`src/rtl/oneshot_pkg.sv`:
```
package oneshot_pkg;
  typedef enum logic {
    OS_IDLE = 1'b0,
    OS_BUSY = 1'b1
  } os_state_t;
endpackage

```
`src/rtl/oneshot_counter.sv`:
```
module oneshot_counter #(
  parameter int DELAY_W = 8
) (
  input  logic               clk,
  input  logic               clr,
  input  logic               load,
  input  logic               dec,
  input  logic [DELAY_W-1:0] load_val,
  output logic               last,
  output logic [DELAY_W-1:0] count
);
  localparam logic [DELAY_W-1:0] ONE = DELAY_W'(1);

  logic [DELAY_W-1:0] cnt_q;

  always_ff @(posedge clk) begin
    if (clr)       cnt_q <= '0;
    else if (load) cnt_q <= load_val;
    else if (dec)  cnt_q <= cnt_q - ONE;
  end

  assign last  = (cnt_q == ONE);
  assign count = cnt_q;
endmodule

```
`src/rtl/oneshot_ctrl.sv`:
```
module oneshot_ctrl
  import oneshot_pkg::*;
(
  input  logic clk,
  input  logic rst,
  input  logic trig,
  input  logic delay_nz,
  input  logic last,
  output logic load,
  output logic dec,
  output logic busy
);
  os_state_t st_q;

  always_ff @(posedge clk) begin
    if (rst) begin
      st_q <= OS_IDLE;
    end else begin
      case (st_q)
        OS_IDLE: if (trig && delay_nz) st_q <= OS_BUSY;
        OS_BUSY: if (last)             st_q <= OS_IDLE;
        default:                       st_q <= OS_IDLE;
      endcase
    end
  end

  always_comb begin
    load = !rst && (st_q == OS_IDLE) && trig && delay_nz;
    dec  = !rst && (st_q == OS_BUSY);
  end

  assign busy = (st_q == OS_BUSY);
endmodule

```
`src/rtl/clk_oneshot.sv`:
```
module clk_oneshot #(
  parameter int DELAY_W = 8
) (
  input  logic               clk_i,
  input  logic               rst_i,
  input  logic               trig_i,
  input  logic [DELAY_W-1:0] delay_i,
  output logic               pulse_o
);
  logic               load_w;
  logic               dec_w;
  logic               last_w;
  logic               busy_w;
  logic               delay_nz_w;
  logic [DELAY_W-1:0] cnt_w;

  assign delay_nz_w = |delay_i;

  oneshot_ctrl u_ctrl (
    .clk      (clk_i),
    .rst      (rst_i),
    .trig     (trig_i),
    .delay_nz (delay_nz_w),
    .last     (last_w),
    .load     (load_w),
    .dec      (dec_w),
    .busy     (busy_w)
  );

  oneshot_counter #(.DELAY_W(DELAY_W)) u_cnt (
    .clk      (clk_i),
    .clr      (rst_i),
    .load     (load_w),
    .dec      (dec_w),
    .load_val (delay_i),
    .last     (last_w),
    .count    (cnt_w)
  );

  assign pulse_o = busy_w;
endmodule

```
`config.mk`:
```
export PLATFORM = sky130hd
export DESIGN_NAME = clk_oneshot
export DESIGN_NICKNAME = d
export VERILOG_FILES = /design/src/rtl/oneshot_pkg.sv /design/src/rtl/oneshot_counter.sv /design/src/rtl/oneshot_ctrl.sv /design/src/rtl/clk_oneshot.sv
export SDC_FILE = /design/constraint.sdc
export NUM_CORES = 1
export LEC_CHECK = 0
export ABC_AREA = 1
export ABC_CLOCK_PERIOD_IN_PS = 1300
export BUFFER_PORTS_ARGS = -buffer_cell sky130_fd_sc_hd__buf_2
export CAP_MARGIN = 20
export CORE_MARGIN = 8
export CORE_UTILIZATION = 47
export DETAILED_ROUTE_END_ITERATION = 12
export HOLD_SLACK_MARGIN = 0.1
export PLACE_DENSITY = 0.81
export SLEW_MARGIN = 20
export SYNTH_ARGS = -nofsm -noshare
export SYNTH_HDL_FRONTEND = slang
export SYNTH_HIERARCHICAL = 1
export SYNTH_SLANG_ARGS = --single-unit
export TNS_END_PERCENT = 100
```
`constraint.sdc`:
```
create_clock -name clk_i -period 1.3 [get_ports clk_i]
set_clock_uncertainty 0.05 [all_clocks]
set_input_delay 0.325 -clock clk_i [delete_from_list [all_inputs] [get_ports clk_i]]
set_output_delay 0.325 -clock clk_i [all_outputs]
set_load 0.005 [all_outputs]
```
Word-level counts from Yosys, hierarchy flattened:

Cells that the tools add are included.

* word-level logic and storage cells: 18
* input port bits: 11
* register bits after elaboration: 9
* output and inout port bits: 1

* reduce and logical (&&, ||, !) cells: 8
* equality and inequality tests: 1
* multiplexer cells: 5
* add/sub/neg operators: 1
* bitwise gates (word level): 1

Operator list (number)
* $mux W8: 2
* $eq A8 B1 Y1 const B: 1
* $reduce_or A8 Y1: 1
* $sub A8 B1 Y8 const B: 1
* $logic_and A1 B1 Y1: 5
* $mux W1: 2
* $pmux W1 S2: 1
* $reduce_bool A2 Y1: 1
* $logic_not A1 Y1: 1
* $not A1 Y1: 1

Logic depth before layout (Yosys ltp):

* depth in word-level cells: 5
* depth in mapped cells: 14
* depth with buffers taken out: 13

By module:

The synthesis kept the hierarchy.

Modules (own cells, without submodules)
* oneshot_counter: area each 545.5 sq um, seq. area each 160.2 sq um, instances 1, cells each 81
* oneshot_ctrl: area each 62.6 sq um, seq. area each 20.0 sq um, instances 1, cells each 12
* clk_oneshot: area each 56.3 sq um, seq. area each 0.0 sq um, instances 1, cells each 15

Worst setup path after synthesis:

OpenSTA, ideal clock, no wires.

* path type: in2reg
* start: input delay_i[4]
* end: register u_cnt.cnt_q[1] (netlist: u_cnt/count[1])
* buffers on the path: 1
* cell stages on the path: 14
* slack: -0.049 ns
* library setup time: 0.056 ns
* data arrival time: 1.243 ns
* required time: 1.194 ns
* cell sequence: inv_1 nand2_1 nor2_1 nand2_1 nand2_1 inv_1 nand2_1 inv_1 buf_6 nor2_4 inv_2 o221ai_2 nand2_1 inv_1

* longest elaborated chain between the ends: 3
* elaborated cells between the ends (all ways): 4
* those cells by class: 1 x mux; 3 x reduce/logical

RTL lines
* from (decl): line clk_oneshot.sv:7 `input logic [DELAY_W-1:0] delay_i,`
* $reduce_or A8 Y1 (*): line clk_oneshot.sv:17 `assign delay_nz_w = |delay_i;`
* net delay_nz_w: line clk_oneshot.sv:14 `logic delay_nz_w;`
* $logic_and A1 B1 Y1 (*): line oneshot_ctrl.sv:28 `load = !rst && (st_q == OS_IDLE) && trig && delay_nz;`
* net load_w: line clk_oneshot.sv:10 `logic load_w;`
* $mux W8 or $reduce_bool A2 Y1 (tied branches)
* to (signal assigned): line oneshot_counter.sv:18 `else if (load) cnt_q <= load_val;`
* to (signal assigned): line oneshot_counter.sv:19 `else if (dec) cnt_q <= cnt_q - ONE;`
* to (decl): line oneshot_counter.sv:14 `logic [DELAY_W-1:0] cnt_q;`

Mark *: on every way through the listed nets, which the timed path passes. The rest lies on a longest branch.
A chain may end at the register's enable or synchronous reset.

Final worst setup path:

* start: input delay_i[0]
* end: register u_cnt.cnt_q[5] (netlist: u_cnt/count[5])

The elaborated chain is that of the path after synthesis.

==> results by group <==
Clock tree
  • Cts hold-fix bufs: 0
  • Clk buf depth: 2
  • Clock root cell: clkbuf_4
  • Clock sink count: 9
  • CTS buffer count: 3
  • Worst-path clk slew: ~60 ps
  • CTS tree: built
  • H-tree depth: 1
  • Worst skew pair latency: between 200 and 300 ps

Yosys
  • Syn avg cell area: just over 6 um^2
  • Yosys top cell by area: dfxtp_1
  • Mapped Area: between 600 and 700 um^2
  • Synth async-reset ratio: 0%
  • Top cell type's share of synthesized area: about 27%
  • Syn nets: around 120
  • Synthesized instance count: 108
  • Synth top cells by count: inv_1 (23), nand2_1 (20), nor2_1 (13), dfxtp_1 (9), nand3_1 (8)
  • Synth warn: 6
  • Sequential share of the synthesized area: 27.1%
  • Top-count cell post-synth: inv_1
  • Yosys reg bits: 9
  • Count of cell types in the netlist: 22
  • Top_reg_cell synth: dfxtp_1
  • Synth area leaders: dfxtp_1 (27%), inv_1 (13%), nand2_1 (11%), nor2_1 (7.3%), nand3_1 (6.0%)
  • Post-synth EDFFs: 0

Floorplanning
  • Initial Util: about 50%
  • DIE HEIGHT: around 54 um
  • Row count: 13
  • Die W: ~54 um
  • Core area: around 1300 um^2
  • # IOs: 12
  • Die footprint: between 2000 and 3000 um^2

GRT
  • GR Util met3: between 3 and 4%
  • Total track usage: between 10 and 15%
  • Remaining global-route overflow: 0
  • Pin count of the biggest net entering global routing: 8
  • First-pass GRT wire length: between 2 and 3 mm
  • Met2 GRT Util: a little over a fifth
  • Vias in the first global route: 711
  • GR met1 Demand/Resource: about 16%
  • Antenna violations before repair: 0
  • Global route hottest layer: met2

Final layout
  • Share of cells above drive strength 1: between 40% and 50%
  • Area Overhead vs Synth: 39.5%
  • Final Cell Area: 927 um^2
  • Util after Layout: between 70% and 80%
  • Fill cells: 115
  • Layout Nets: approximately 150
  • Sequential cell area: around 180 um^2
  • N_diodes: 0
  • Multi-input combinational cell area: 393 um^2

Pwr
  • Switching Share: 36.6%
  • Cell internal pwr: 0.594 mW
  • Part of the power in combinational logic: 39.9%
  • Reg power frac: a little under two fifths
  • Lkg Pwr: around 0.48 nW
  • Power Total: about 0.94 mW
  • Switching pwr: 0.343 mW
  • P per Cell Area: around 1000 nW/um^2
  • Maximum VDD drop: ~600 uV
  • Clock power share: between 20% and 30%

Critical path
  • Setup crit start kind: input pin
  • CP Capture Type: flop
  • FF-to-FF Start: u_ctrl/busy
  • CP required: 1450 ps
  • R2R cell count: 7
  • Crit Path Max Fanout: 6
  • CP Data Arrival Time: 1430 ps
  • Setup CP Type: input pin to flop
  • CP max stage cell: nor2_4
  • Critical path, cell by cell: buf_2 > inv_2 > nand2_2 > nor2_1 > nand2_1 > nand2_1 > inv_1 > nand2_2 > inv_4 > nor2_4 > buf_4 > a22oi_1 > a21oi_1
  • Worst R2R End: u_cnt/count[5]
  • CP max stage delay: approximately 170 ps
  • R2R Setup Slk: 80 ps

Place
  • Worst slack, placed: -310 ps
  • I/O Buffers: 11
  • Placed standard-cell area: approximately 840 um^2
  • HPWL after DPL: ~1.4 mm
  • GPL Wtd Cong: approximately 0.94

Worst hold path
  • WHS Path Cells: 3
  • Min-Delay Path Class: input pin to flop
  • HP Start: delay_i[2]
  • Worst hold endpoint: u_cnt/count[2]

Detailed routing
  • Via count: 773
  • DRT iter0 DRCs: 21
  • Final wirelength: between 1.5 and 2 mm
  • Routed len/inst: 12.4 um
  • First-pass DRT Iterations: 4
  • # DRC: 0
  • Number of routed nets with antenna violations: 0
  • DR vias/cell: between 5 and 6

Flow run
  • Max_cap viols: 0

Timing
  • RSZ-0062 raised after global routing: true
  • Period utilization: a little over nine tenths
  • Final count of pins violating max slew: 0
  • Final worst slack: slightly below 20 ps
  • Worst Hold Slack: 294 ps
  • Max Fclk: roughly 800 MHz
  • Slew @ Worst Pin: ~230 ps
  • Final setup viols: 0
  • Final min period: 1280 ps
  • Max_slew headroom: between 80% and 90%
  • Final hold violation count: 0

Run status
  • Status: complete, no violations
==> cell type report <==
type                    instances  share of cell area, %
repair buffers                 27                   18.9
well taps                      15                   2.02
flip-flops and latches          9                   19.7
inverters                      29                   14.2
clock buffers                   4                   2.83
multi-input cells              69                   42.4
==> per-stage QoR <==
| stage | setup TNS (ps) | instances |
|---|---|---|
| 2_1_floorplan | -50.2 | 108 |
| 3_3_place_gp | -1730 | 144 |
| 3_5_place_dp | -2100 | 144 |
| 4_1_cts | 0 | 148 |
| 5_1_grt | -165 | 153 |
| 6_report | 0 | 153 |
==> state kept, by name, indices dropped and copies added, names as in the netlist <==
signal and cells:
u_cnt/count 8, u_ctrl/busy 1
==> cell usage in the layout, fill, tap and decap left out, types with 6 or more instances in the layout <==
master and instances:
buf_4 16, nand2_1 15, nor2_1 13, inv_1 13, buf_2 11, inv_2 10, nand3_1 7, o21ai_1 7
dfxtp_1 7, nand2_2 6
==> worst max path at each step <==
| stage | cells after the start | slack [ps] | endpoint | from |
|---|---|---|---|---|
| global placement | 12 | -250 | u_cnt/count[7] | delay_i[5] |
| finish | 13 | 20 | u_cnt/count[5] | delay_i[0] |
| floorplan | 14 | -20 | u_cnt/count[1] | delay_i[5] |
| detailed placement | 12 | -310 | u_cnt/count[7] | delay_i[5] |
| CTS | 14 | 0.9 | u_cnt/count[0] | delay_i[5] |
| global route | 14 | -50 | u_cnt/count[1] | delay_i[2] |
==> worst max-delay path: cells and delay by family <==
kind,cells,cell delay [ps]
and+or+nand+nor,6,510
AOI/OAI and AO/OA,2,200
buffers and inverters,5,400
==> repair_timing <==
action,CTS,global route
setup endpoints to repair,2,8
gates cloned,0,0
setup buffers,0,5
gates resized for setup,2,12
pin swaps,1,7
==> routing by layer <==
metal	up-vias	wire, um	part of all wire [%]
met1	342	800	42
met3	4	135	7.1
li1	400	-	-
met5	-	0	0
met4	0	27	1.4
met2	27	939	49
==> power groups by stage <==
stage / clock [mW] / combinational, mW / sequential (mW)
finish: 0.220 / 0.374 / 0.344
global placement: 0 / 0.317 / 0.344
CTS: 0.226 / 0.332 / 0.340
floorplan: 0 / 0.223 / 0.339
global route: 0.250 / 0.412 / 0.349
detailed placement: 0 / 0.326 / 0.346
==> cells by family (layout without fill, tap and decap cells) <==
logic type               after synthesis  in the layout  synth area share [%]
AO/OA/AOI/OAI                         19             19                  19.0
adder cells (fa/ha/maj)                2              2                  3.77
buffers and inverters                 30             60                  18.3
flip-flops                             9              9                  27.1
AND/OR/NAND/NOR                       48             48                  31.8
No activity file was read; power rests on OpenSTA's default activity.
